## src/rtl/rst_sequencer.sv

```systemverilog
module rst_sequencer #(
  parameter int PWRT_TICKS    = 72,
  parameter int OST_CYCLES    = 1024,
  parameter int BOR_MIN_TICKS = 4
) (
  input  logic       clk,
  input  logic       arst_n,
  input  logic       rc_tick,
  input  logic       bor_low,
  input  logic       wake,
  input  logic       cfg_pwrt_off,
  input  logic       cfg_bor_en,
  input  logic [1:0] cfg_osc_mode,
  input  logic       flag_clr,
  output logic       chip_rst,
  output logic       st_por,
  output logic       st_bor,
  output logic       st_wake
);
  localparam int CMAX = (PWRT_TICKS > OST_CYCLES) ? PWRT_TICKS : OST_CYCLES;
  localparam int CW   = $clog2(CMAX + 1);
  localparam int BW   = $clog2(BOR_MIN_TICKS + 1);
  localparam logic [CW-1:0] P_LAST = CW'(PWRT_TICKS - 1);
  localparam logic [CW-1:0] O_LAST = CW'(OST_CYCLES - 1);
  localparam logic [BW-1:0] B_FULL = BW'(BOR_MIN_TICKS);

  typedef enum logic [2:0] {
    S_INIT = 3'd0, S_PWRT = 3'd1, S_OST = 3'd2, S_RUN = 3'd3, S_BOR = 3'd4
  } st_t;

  st_t           st;
  logic [CW-1:0] cnt;
  logic [BW-1:0] bor_cnt;
  logic [1:0]    por_sync, bor_sync;
  logic          after_por;

  wire bor_s   = bor_sync[1];
  wire xtal    = (cfg_osc_mode != 2'd3);
  wire bor_hit = cfg_bor_en && bor_s && (bor_cnt == B_FULL);

  assign chip_rst = (st != S_RUN);

  always_ff @(posedge clk or negedge arst_n)
    if (!arst_n) begin
      por_sync <= 2'b00;
      bor_sync <= 2'b00;
    end else begin
      por_sync <= {por_sync[0], 1'b1};
      bor_sync <= {bor_sync[0], bor_low};
    end

  always_ff @(posedge clk or negedge arst_n)
    if (!arst_n)                    bor_cnt <= '0;
    else if (!bor_s || !cfg_bor_en) bor_cnt <= '0;
    else if (rc_tick && bor_cnt != B_FULL) bor_cnt <= bor_cnt + 1'b1;

  always_ff @(posedge clk or negedge arst_n)
    if (!arst_n) begin
      st        <= S_INIT;
      cnt       <= '0;
      after_por <= 1'b1;
    end else if (bor_hit) begin
      st  <= S_BOR;
      cnt <= '0;
    end else begin
      case (st)
        S_INIT:
          if (por_sync[1]) begin
            after_por <= 1'b1;
            st <= !cfg_pwrt_off ? S_PWRT : (xtal ? S_OST : S_RUN);
          end
        S_PWRT:
          if (rc_tick) begin
            if (cnt == P_LAST) begin
              cnt <= '0;
              st  <= (after_por && xtal) ? S_OST : S_RUN;
            end else cnt <= cnt + 1'b1;
          end
        S_OST:
          if (cnt == O_LAST) begin
            cnt <= '0;
            st  <= S_RUN;
          end else cnt <= cnt + 1'b1;
        S_RUN:
          if (wake && xtal) begin
            cnt <= '0;
            st  <= S_OST;
          end
        S_BOR: begin
          after_por <= 1'b0;
          cnt <= '0;
          st  <= cfg_pwrt_off ? S_RUN : S_PWRT;
        end
        default: st <= S_INIT;
      endcase
    end

  always_ff @(posedge clk or negedge arst_n)
    if (!arst_n) begin
      st_por  <= 1'b1;
      st_bor  <= 1'b0;
      st_wake <= 1'b0;
    end else begin
      if (flag_clr) begin
        st_por  <= 1'b0;
        st_bor  <= 1'b0;
        st_wake <= 1'b0;
      end
      if (bor_hit && st != S_BOR)              st_bor  <= 1'b1;
      if (!bor_hit && st == S_RUN && wake)     st_wake <= 1'b1;
    end
endmodule


```

## config.mk

```make
export PLATFORM = sky130hd
export DESIGN_NAME = rst_sequencer
export DESIGN_NICKNAME = d
export VERILOG_FILES = /design/src/rtl/rst_sequencer.sv
export SDC_FILE = /design/constraint.sdc
export NUM_CORES = 1
export LEC_CHECK = 0
export ABC_CLOCK_PERIOD_IN_PS = 1900
export BUFFER_PORTS_ARGS = -buffer_cell sky130_fd_sc_hd__buf_2
export CORE_ASPECT_RATIO = 1.2
export CORE_MARGIN = 10
export CORE_UTILIZATION = 45
export DETAILED_ROUTE_END_ITERATION = 10
export PLACE_DENSITY_LB_ADDON = 0.15
export SLEW_MARGIN = 10
export SYNTH_ARGS = -nofsm -noshare
export SYNTH_HDL_FRONTEND = slang
export SYNTH_SLANG_ARGS = --single-unit
```

## constraint.sdc

```tcl
create_clock -name clk -period 1.9 [get_ports clk]
set_clock_uncertainty 0.1 [all_clocks]
set_input_delay 0.19 -clock clk [delete_from_list [all_inputs] [get_ports clk]]
set_output_delay 0.19 -clock clk [all_outputs]
set_load 0.02 [all_outputs]
```

Word level (Yosys, flattened, before mapping):

Cells that the tools add are included.

* reduce and logical (&&, ||, !) cells: 21
* bitwise operators: 1
* equal/unequal tests: 17
* $add $sub $neg: 2
* muxes and demuxes: 24

Operators by type and width (number)
* $mux 11: 5
* $pmux 11 s4: 1
* $mux 3: 8
* $ne 3x3->1 const B: 7
* $pmux 3 s5: 1
* $add 11x1->11 const B: 1
* $eq 11x10->1 const B: 1
* $eq 11x7->1 const B: 1
* $logic_and 1x1->1: 8
* $reduce_bool 2->1: 4
* $eq 3x2->1 const B: 2
* $eq 3x3->1 const B: 2
* $mux 1: 6
* $reduce_and 3->1: 2
* $reduce_and 5->1: 1
* $reduce_bool 5->1: 1
* $mux 2: 2
* $ne 2x2->1 const B: 2
* $add 3x1->3 const B: 1
* $eq 3x1->1 const B: 1
* $logic_not 1->1: 3
* $logic_not 3->1: 1
* $ne 3x2->1 const B: 1
* $pmux 1 s2: 1
* other kinds (2): 2

* flip-flop bits (word level): 25
* word-level logic and storage cells: 74
* output and inout port bits: 4

Longest topological paths before layout:

Gate-level depths: netlist of the first run.

* word-level depth: 7
* mapped depth: 9
* depth with buffers taken out: 8

Worst setup path after synthesis of the first run:

No wires, ideal clock.

* kind: register to register
* from: register bor_cnt[0]
* to: register cnt[7]
* clock period less this slack: 1872 ps
* stages on the path, launching flop included: 9
* slack: 28 ps
* arrival: 1651 ps
* buffers on the path: 0
* path through: dfrtp_1 > inv_1 > ha_1 > nand4_2 > inv_2 > nor2_1 > a32oi_4 > o21ai_1 > a22o_1

* word-level cells in the longest chain between the ends: 4
* elaborated cells between the ends (all ways): 7
* those cells by class: eq/ne (3); mux (1); reduce/logical (3)

Ends and longest elaborated chain
* from (decl): line 33 `logic [BW-1:0] bor_cnt;`
* from (signal assigned): line 55 `else if (rc_tick && bor_cnt != B_FULL) bor_cnt <= bor_cnt + 1'b1;`
* $eq 3x3->1 (*): line 39 `wire bor_hit = cfg_bor_en && bor_s && (bor_cnt == B_FULL);`
* $logic_and 1x1->1 (*): line 39
* $ne 3x3->1 (no source line) / $reduce_bool 5->1 (equally long branches)
* $reduce_and 3->1 (no source line)
* to (signal assigned): line 77 `end else cnt <= cnt + 1'b1;`
* to (signal assigned): line 83 `end else cnt <= cnt + 1'b1;`
* to (decl): line 32 `logic [CW-1:0] cnt;`

Mark *: on every way between the ends. The rest lies on a longest branch, timed or not.
A chain may end at the register's enable or synchronous reset.

Worst setup path in the final report of the first run:

* from: register cnt[9]
* to: register cnt[7]

* word-level cells in the longest chain between the ends: 5
* elaborated cells between the ends (all ways): 7
* those cells by class: eq/ne (2); mux (5)

Ends and longest elaborated chain
* $eq 11x7->1: line 74 `if (cnt == P_LAST) begin`
* $mux 11: line 74
* $mux 11: line 73 `if (rc_tick) begin`
* $pmux 11 s4 (*): line 66 `case (st)`
* $mux 11 (*): line 62 `end else if (bor_hit) begin`

Mark *: on every way between the ends. The rest lies on a longest branch, timed or not. The select of a mux whose other input is x is not followed.

==> results of run 1 <==
[layer usage]
layer  wire (µm)  vias to the layer above
li1            -                      628
met5           0                        -
met3         169                        8
met1        1530                      638
met2        1770                       27
met4          62                        0
[layout make-up]
| cell class | instances | area share, % |
|---|---|---|
| multi-input cells | 110 | 44.3 |
| flip-flops and latches | 25 | 34.2 |
| repair buffers | 42 | 16.0 |
| well taps | 36 | 2.45 |
| inverters | 8 | 1.63 |
| clock buffers | 4 | 1.43 |
[kinds of logic (layout without fill, tap and decap cells)]
| logic type | Yosys count | in the layout | synth area share, % |
|---|---|---|---|
| buf+inv | 12 | 54 | 4.00 |
| mux | 1 | 1 | 0.711 |
| compound gates | 41 | 42 | 21.1 |
| xor+xnor | 1 | 1 | 0.622 |
| flops | 25 | 25 | 44.6 |
| fa+ha+maj | 3 | 3 | 2.67 |
| other cells | 1 | 1 | 0.266 |
| simple gates | 62 | 62 | 26.0 |
[through the flow]
stage | utilization, % | cells | total power [mW] | setup WS, ns | setup TNS, ns
after detailed placement | 55.0 | 214 | 1.49 | -0.103 | -0.613
after global routing | 60.8 | 225 | 2.01 | -0.0949 | -0.521
after global placement | 55.0 | 214 | 1.47 | -0.0481 | -0.204
after CTS | 57.6 | 222 | 1.77 | -0.00796 | -0.00796
after floorplan | - | 146 | 1.23 | 0.0283 | 0
final | 60.8 | 225 | 1.88 | -0.0173 | -0.0260
[worst max-delay path, delay by kind of cell, from the launching register on]
kind,cells,cell delay (ns)
simple gates,2,0.56
compound gates,3,0.72
flops,1,0.46
[sequential cells by signal, indices dropped and copies added (netlist names)]
name	count
bor_sync	2
st_bor	1
st	3
cnt	11
st_wake	1
por_sync	2
after_por	1
st_por	1
bor_cnt	3
[where the power goes]
group | leakage, nW | internal (mW) | switching [mW]
Sequential | 0.321 | 0.615 | 0.0880
Combinational | 0.568 | 0.411 | 0.522
Clock | 0.0150 | 0.0820 | 0.159
[worst paths after layout]
path / to / slack [ns] / depth (start not counted)
max: cnt[7] / -0.02 / 5
min: st_wake / 0.03 / 3
max reg2reg: cnt[7] / -0.02 / 5
min reg2reg: bor_sync[1] / 0.27 / 0
max in group asynchronous: st[0] / 1.01 / 2
min in group asynchronous: st_wake / 0.29 / 2
[repair_timing]
action / in CTS / in global routing
gates cloned: 1 / 0
resized for setup: 3 / 17
endpoints found under the setup margin: 10 / 13
hold endpoints to repair: 27 / 0
pin swaps: 0 / 6
setup buffers: 0 / 3
hold buffers: 3 / 0
[cells in the mapped netlist (2+ instances only)]
cell type                    n
sky130_fd_sc_hd__dfrtp_1    23
sky130_fd_sc_hd__nand2_1    15
sky130_fd_sc_hd__nor2_1     11
sky130_fd_sc_hd__a21oi_1     9
sky130_fd_sc_hd__inv_1       7
sky130_fd_sc_hd__nor2b_1     6
sky130_fd_sc_hd__o21ai_1     6
sky130_fd_sc_hd__a22o_1      5
sky130_fd_sc_hd__and3_1      4
sky130_fd_sc_hd__nor3_1      4
sky130_fd_sc_hd__o21ai_0     4
sky130_fd_sc_hd__and2_1      3
sky130_fd_sc_hd__buf_2       3
sky130_fd_sc_hd__ha_1        3
sky130_fd_sc_hd__o22ai_1     3
sky130_fd_sc_hd__a31oi_1     2
sky130_fd_sc_hd__dfstp_2     2
sky130_fd_sc_hd__nand3_1     2
sky130_fd_sc_hd__nand4_1     2
sky130_fd_sc_hd__nor4b_2     2
sky130_fd_sc_hd__o2111ai_1   2
==> impl_metrics.ini, run 1 <==
[run_status]
status = finished, violations left
violated_checks = setup timing

[logic_synthesis]
syn-mean-instance-area_um2 = 9.64
synth.yosys.warnings = 0
post_synth_num_cell_types = 49
synth_top_area_share_pct = 40.9
synth_area_leaders = sky130_fd_sc_hd__dfrtp_1, sky130_fd_sc_hd__nand2_1, sky130_fd_sc_hd__dfstp_2, sky130_fd_sc_hd__a21oi_1, sky130_fd_sc_hd__a22o_1
yosysTopAreaCell = sky130_fd_sc_hd__dfrtp_1
synthArstFlopShare_pct = 100
synth_edf_count = 0
synth_seq_area_share_pct = 44.6
synth_cells = 146
synthesis.area_um2 = 1410
synth.ff_latch_count = 25
net_count_after_synthesis = 159
synth_flop_cell = sky130_fd_sc_hd__dfrtp_1

[sta]
worst_pin_slew_ns = 0.564
report.final.hold_viol_count = 0
setup_ws_ns = -0.0173
fin_crit_ns = 1.92
whs_ns = 0.0265
min_period_over_period_pct = 101
max_slew_headroom_pct = 62.4
finalSetupViolations = 3
finalMaxSlewViolations = 0
fmax_mhz = 522
grt_setup_unrepaired = yes

[cts]
cts_buffers = 3
clk-insertion-delay-late_ns = 0.31
clock_sink_count = 25
cts_tree = done
cts_max_path_buffers = 2
clk_pin_slew_ns = 0.14
ctsHtreeMaxLevel = 1
root_buffer = sky130_fd_sc_hd__clkbuf_4

[pwr]
worst_ir_drop_vdd_mv = 0.735
power_leakage_nw = 0.905
power.density_cell_area_nw_per_um2 = 1020

[global_routing]
met3_usage_pct = 2.68
global_route_wire_length_before_repair_um = 5610
use_met2_pct = 20.9
overflow = 0
globalRoute.busiestLayer = met2
vias_in_the_first_global_route = 1281
antenna_found_initial = 0
routing_usage_on_met1_pct = 12.8
grt_start_max_net_pins = 26
track_usage_pct = 11.6

[placed_design]
final_weighted_congestion_in_routability_driven_placement = 0.884
place_area_um2 = 1660
placement.io_buffers = 13
dpl.hpwl_um = 2510

[finish]
layout-area-overhead-vs-synth_pct = 30.8
final.fill_count = 245
post_route_cells_drive_above_1_share_pct = 36.5
postLayoutCellArea_um2 = 1840
seq_area_um2 = 631
antenna-diode-count = 0
footprint_of_the_multi_input_gates_um2 = 816
nNetsFinal = 203
mostFrequentLayoutCell = sky130_fd_sc_hd__buf_4
most_frequent_cells_in_the_layout = sky130_fd_sc_hd__buf_4, sky130_fd_sc_hd__dfrtp_1, sky130_fd_sc_hd__nand2_1, sky130_fd_sc_hd__buf_2, sky130_fd_sc_hd__nor2_1

[setup_path]
cp.required_ns = 2.02
critical-path-max-stage-delay_ns = 0.46
critPathArrivalTime_ns = 2.04
timing.critical_path.to_type = register
path_class = reg -> reg
timing.critical_path.slowest_stage_cell = sky130_fd_sc_hd__dfrtp_1
critical_path.startpoint = cnt[9]
worst_r2r_startpoint = cnt[9]
worstSetupStartpointType = register
crit_chain = nor3_1 -> nand3_2 -> a32oi_4 -> o21ai_1 -> a22o_1
timing.critical_path.fanout_max = 5

[drt]
wl_cell_um = 15.7
drtPass1Iterations = 4
post_drt_via_cell_ratio = 5.78
drt_drc_violations_left = 0
route.vias.total = 1301
drt_wl_total_um = 3530
drt_iter0_markers = 81
ant_nets = 0

[floorplanning]
row_count = 22
core_region_area_um2 = 3030
floorplan.io_pins = 14
dieWidth_um = 71.1
die-height_um = 81.3
fp.dieArea_um2 = 5770
initial_core_utilization_pct = 46.5

[min_path]
timing.hold.worst.class = in -> reg
worst_hold_startpoint = wake

[job]
max_capacitance_violation_count = 0
(Power assumes the default switching activity.)
==> run 2, diff against run 1 <==
- ABC_CLOCK_PERIOD_IN_PS: 1900 -> 2400
- BUFFER_PORTS_ARGS: -buffer_cell sky130_fd_sc_hd__buf_2 -> not set
- DONT_BUFFER_PORTS: not set -> 1
- clock period: 1.9 -> 2.4 ns (I/O delays scaled with it)
==> run 2 against run 1 <==
The flow now finishes without violations. Sequential power fell by 17%. Maximum frequency shrank 5.9%. Worst hold slack better by 0.033 ns. Critical path type unchanged. Highest routed layer unchanged.
==> impl_metrics.ini, run 2 (same netlist as run 1, synthesis figures left out) <==
[run_status]
status = finished clean

[setup_path]
setup.reg_to_reg.worst_slack_ns = 0.36
reg2regPathDepth = 5
timing.critical_path.to_type = register
critical-path-max-stage-delay_ns = 0.47
cp.required_ns = 2.53
worst_r2r_startpoint = cnt[3]
path_class = reg -> reg
timing.critical_path.slowest_stage_cell = sky130_fd_sc_hd__dfrtp_1
crit-reg2reg-capture = cnt[9]
critPathArrivalTime_ns = 2.17
worstSetupStartpointType = register
timing.critical_path.fanout_max = 10
crit_chain = nor4b_2 -> nand3_1 -> a32oi_4 -> o21ai_1 -> a22o_1

[cts]
cts_max_path_buffers = 2
post_cts_buffers = 0
cts_tree = done
clk-insertion-delay-late_ns = 0.32
clock_sink_count = 25
root_buffer = sky130_fd_sc_hd__clkbuf_4
ctsHtreeMaxLevel = 1
clk_pin_slew_ns = 0.15
cts_buffers = 3

[global_routing]
global_route_wire_length_before_repair_um = 5310
vias_in_the_first_global_route = 1144
antenna_found_initial = 0
overflow = 0
track_usage_pct = 11.0
grt_start_max_net_pins = 26

[job]
max_capacitance_violation_count = 0

[floorplanning]
fp.dieArea_um2 = 5770
initial_core_utilization_pct = 46.5
dieWidth_um = 71.1
die-height_um = 81.3
row_count = 22
floorplan.io_pins = 14
core_region_area_um2 = 3030

[placed_design]
final_weighted_congestion_in_routability_driven_placement = 0.943
dpl.hpwl_um = 2260
placement.io_buffers = 0

[sta]
finalSetupViolations = 0
grt_setup_unrepaired = no
fin_crit_ns = 2.04
report.final.hold_viol_count = 0
setup_total_negative_slack_ns = 0
finalMaxSlewViolations = 0
fmax_mhz = 491
min_period_over_period_pct = 84.9

[finish]
most_frequent_cells_in_the_layout = sky130_fd_sc_hd__dfrtp_1, sky130_fd_sc_hd__nand2_1, sky130_fd_sc_hd__nor2_1, sky130_fd_sc_hd__a21oi_1, sky130_fd_sc_hd__inv_1
layout-area-overhead-vs-synth_pct = 9.51
final.fill_count = 275
post_route_cells_drive_above_1_share_pct = 11.7
nNetsFinal = 168
number_of_flip_flops_in_the_largest_register = 11
final_core_utilization_pct = 50.9
antenna-diode-count = 0
reg_with_most_ffs = cnt
reg_top3 = cnt x11, bor_cnt x3, st x3
mostFrequentLayoutCell = sky130_fd_sc_hd__dfrtp_1

[drt]
route.vias.total = 1143
drtPass1Iterations = 4
wl_cell_um = 15.9
post_drt_via_cell_ratio = 6.02
drt_drc_violations_left = 0
drt_iter0_markers = 47
drt_wl_total_um = 3010
ant_nets = 0

[min_path]
worst_hold_startpoint = rc_tick
timing.hold.worst.class = in -> reg
hold_end = bor_cnt[2]
min_delay_path_depth = 2

[pwr]
power_leakage_nw = 0.719
power.density_cell_area_nw_per_um2 = 828
worst_ir_drop_vdd_mv = 0.409
run 2: cell types whose count changed in the layout (fill, tap and decap cells not counted), moves of 2 or more:
cell / change
sky130_fd_sc_hd__buf_2: -13
sky130_fd_sc_hd__buf_4: -24
sky130_fd_sc_hd__dfrtp_1: +2
sky130_fd_sc_hd__dfrtp_2: -2
sky130_fd_sc_hd__dlygate4sd3_1: +3
run 2: layout make-up:
| cell class | count | area, µm² | area share, % |
|---|---|---|---|
| multi-input cells | 109 | 723 | 46.9 |
| clock inverters | 1 | 5.00 | 0.325 |
| inverters | 8 | 30.0 | 1.95 |
| clock buffers | 3 | 22.5 | 1.46 |
| well taps | 36 | 45.0 | 2.92 |
| flip-flops and latches | 25 | 628 | 40.7 |
| repair buffers | 8 | 87.6 | 5.68 |
run 2: metrics by stage:
stage	worst slack [ns]	hold WS [ns]	cell area, µm²	cells	total power, mW
finish	0.362	0.0595	1540	190	1.28
global route	0.200	0.0526	1540	190	1.39
CTS	0.357	0.0484	1540	190	1.28
detailed placement	0.378	-0.155	1430	179	1.07
global placement	0.394	-0.155	1430	179	1.06
floorplan	0.528	-0.156	1410	146	0.974
run 2: what timing repair did:
item,4_1_cts,5_1_grt
hold buffers,7,0
endpoints found under the hold margin,33,0
resized for setup,0,0
run 2: per-layer routing:
layer	global-route usage, %	share of wire, %	wire length, µm
met5	0	0	0
met4	4.84	1.6	49
met3	2.68	6.3	189
met2	18.3	49	1480
met1	13.3	43	1300
run 2: critical path: cells and delay by family (launching register included):
kind               cells  cell delay (ns)
DFF                    1             0.47
and+or+nand+nor        2             0.57
AOI/OAI and AO/OA      3             0.80
run 2: worst max path at each step:
| stage | startpoint | end | slack [ns] | depth (start not counted) |
|---|---|---|---|---|
| 2_1_floorplan | bor_cnt[0] | cnt[7] | 0.53 | 8 |
| 3_3_place_gp | cnt[3] | cnt[9] | 0.39 | 5 |
| 3_5_place_dp | cnt[3] | cnt[9] | 0.38 | 5 |
| 4_1_cts | cnt[3] | cnt[9] | 0.36 | 5 |
| 5_1_grt | cnt[0] | cnt[9] | 0.20 | 6 |
| 6_report | cnt[3] | cnt[9] | 0.36 | 5 |
run 2: power breakdown:
part / internal [mW] / total (mW) / switching, mW
Sequential: 0.484 / 0.581 / 0.0976
Clock: 0.0624 / 0.189 / 0.127
Combinational: 0.197 / 0.506 / 0.309
Total: 0.743 / 1.28 / 0.533
==> run 3, diff against run 2 <==
- ABC_CLOCK_PERIOD_IN_PS: 2400 -> 2100
- clock period: 2.4 -> 2.1 ns (I/O delays scaled with it)
==> run 3 against run 2 <==
Clock-buffer cell count is the same. Via count shrank 0.87%. Sequential share of layout area shrank 1.6 points. First-iteration DRC count grew 2.1%. Utilization grew 2.1 points. Total power grew 18%. Non-clock buffer count grew 5. Sequential cell count is the same. Highest routed layer unchanged.
==> impl_metrics.ini, run 3 (same netlist as run 1, synthesis figures left out) <==
[run_status]
status = finished clean

[drt]
drt_iter0_markers = 48
wl_cell_um = 15.7
ant_nets = 0
post_drt_via_cell_ratio = 5.78
route.vias.total = 1133
drt_drc_violations_left = 0
drtPass1Iterations = 4
drt_wl_total_um = 3080

[sta]
grt_setup_unrepaired = no
report.final.hold_viol_count = 0
fmax_mhz = 508
setup_ws_ns = 0.132
fin_crit_ns = 1.97
setup_total_negative_slack_ns = 0
min_period_over_period_pct = 93.7
finalSetupViolations = 0
finalMaxSlewViolations = 0

[floorplanning]
fp.dieArea_um2 = 5770
dieWidth_um = 71.1
core_region_area_um2 = 3030
row_count = 22
die-height_um = 81.3
initial_core_utilization_pct = 46.5
floorplan.io_pins = 14

[global_routing]
vias_in_the_first_global_route = 1122
track_usage_pct = 10.9
antenna_found_initial = 0
routing_usage_on_met1_pct = 13.5
met3_usage_pct = 2.44
overflow = 0
globalRoute.busiestLayer = met2
grt_start_max_net_pins = 26
use_met2_pct = 17.9
global_route_wire_length_before_repair_um = 5240

[placed_design]
final_weighted_congestion_in_routability_driven_placement = 0.822
preCtsSetupSlack_ns = 0.0495
placed_cells = 184
placement.io_buffers = 0
dpl.hpwl_um = 2250

[finish]
final_core_utilization_pct = 53.0
number_of_flip_flops_in_the_largest_register = 11
mostFrequentLayoutCell = sky130_fd_sc_hd__dfrtp_1
antenna-diode-count = 0
fin_cells = 196
layout-area-overhead-vs-synth_pct = 14.0
reg_top3 = cnt x11, bor_cnt x3, st x3
final.fill_count = 270
reg_with_most_ffs = cnt
most_frequent_cells_in_the_layout = sky130_fd_sc_hd__dfrtp_1, sky130_fd_sc_hd__nand2_1, sky130_fd_sc_hd__nor2_1, sky130_fd_sc_hd__a21oi_1, sky130_fd_sc_hd__inv_1
nNetsFinal = 174
post_route_cells_drive_above_1_share_pct = 16.9

[setup_path]
critical-path-max-stage-delay_ns = 0.50
timing.critical_path.slowest_stage_cell = sky130_fd_sc_hd__dfrtp_1
path_class = reg -> out
critical_path.startpoint = st[2]
timing.critical_path.buf_inv = 1
worstSetupStartpointType = register
critPathArrivalTime_ns = 1.66
timing.critical_path.fanout_max = 10
worst_r2r_startpoint = bor_cnt[0]
crit_chain = nand2b_1 -> or2_2 -> buf_4
critical-path-top-delay-family = simple AND/OR/NAND/NOR gates
timing.critical_path.to_type = output pin
setup.reg_to_reg.worst_slack_ns = 0.14
cp.required_ns = 1.79

[cts]
cts_buffers = 3
clk-insertion-delay-late_ns = 0.32
clk_pin_slew_ns = 0.13
clock_sink_count = 25
root_buffer = sky130_fd_sc_hd__clkbuf_4
cts_tree = done
cts_max_path_buffers = 2
ctsHtreeMaxLevel = 1

[min_path]
worst_hold_startpoint = cfg_pwrt_off
timing.hold.worst.class = in -> reg

[pwr]
p_total_mw = 1.51
worst_ir_drop_vdd_mv = 0.738
power.density_cell_area_nw_per_um2 = 943
power_leakage_nw = 0.748

[job]
max_capacitance_violation_count = 0
run 3: cell types whose count changed in the layout (fill, tap and decap cells not counted):
cell	previous run	this run
sky130_fd_sc_hd__nor3_2	0	1
sky130_fd_sc_hd__a32oi_2	0	1
sky130_fd_sc_hd__nor3_1	4	3
sky130_fd_sc_hd__nor2_1	11	10
sky130_fd_sc_hd__and2_1	3	2
sky130_fd_sc_hd__and2_2	0	1
sky130_fd_sc_hd__nor2_2	1	2
sky130_fd_sc_hd__buf_4	1	6
run 3: path summary, 6_finish.rpt:
| check | end | depth (start not counted) |
|---|---|---|
| setup / recovery | chip_rst | 3 |
| hold / removal | st[1] | 2 |
| hold reg to reg | por_sync[1] | 0 |
| min in group asynchronous | st_bor | 2 |
| setup reg to reg | cnt[2] | 8 |
| max in group asynchronous | after_por | 2 |
run 3: through the flow:
stage,hold slack [ns],cell area (µm²)
finish,0.0126,1600
global route,0.00398,1600
CTS,0.00177,1580
detailed placement,-0.185,1470
global placement,-0.185,1470
floorplan,-0.186,1410
run 3: metal layers:
| layer | up-vias | share of wire, % |
|---|---|---|
| met5 | - | 0 |
| met4 | 0 | 0.78 |
| met3 | 2 | 4.5 |
| met2 | 12 | 49 |
| met1 | 557 | 45 |
| li1 | 562 | - |
run 3: timing repair:
item | in CTS | in global routing
setup endpoints to repair | 0 | 7
buffers inserted | 0 | 0
hold buffers | 7 | 0
hold endpoints to repair | 33 | 0
gates resized for setup | 0 | 3
run 3: where the power goes:
| group | internal (mW) | switching, mW |
|---|---|---|
| logic | 0.261 | 0.376 |
| clock network | 0.0713 | 0.143 |
| registers | 0.553 | 0.107 |
| total | 0.885 | 0.627 |
run 3: cell type report:
class	instances	area [µm²]	area share [%]
multi-input combinational	110	748	46.6
sequential	25	628	39.2
timing repair buffer	13	125	7.80
tap	36	45.0	2.81
inverter	8	30.0	1.87
clock buffer	3	22.5	1.40
clock inverter	1	5.00	0.312
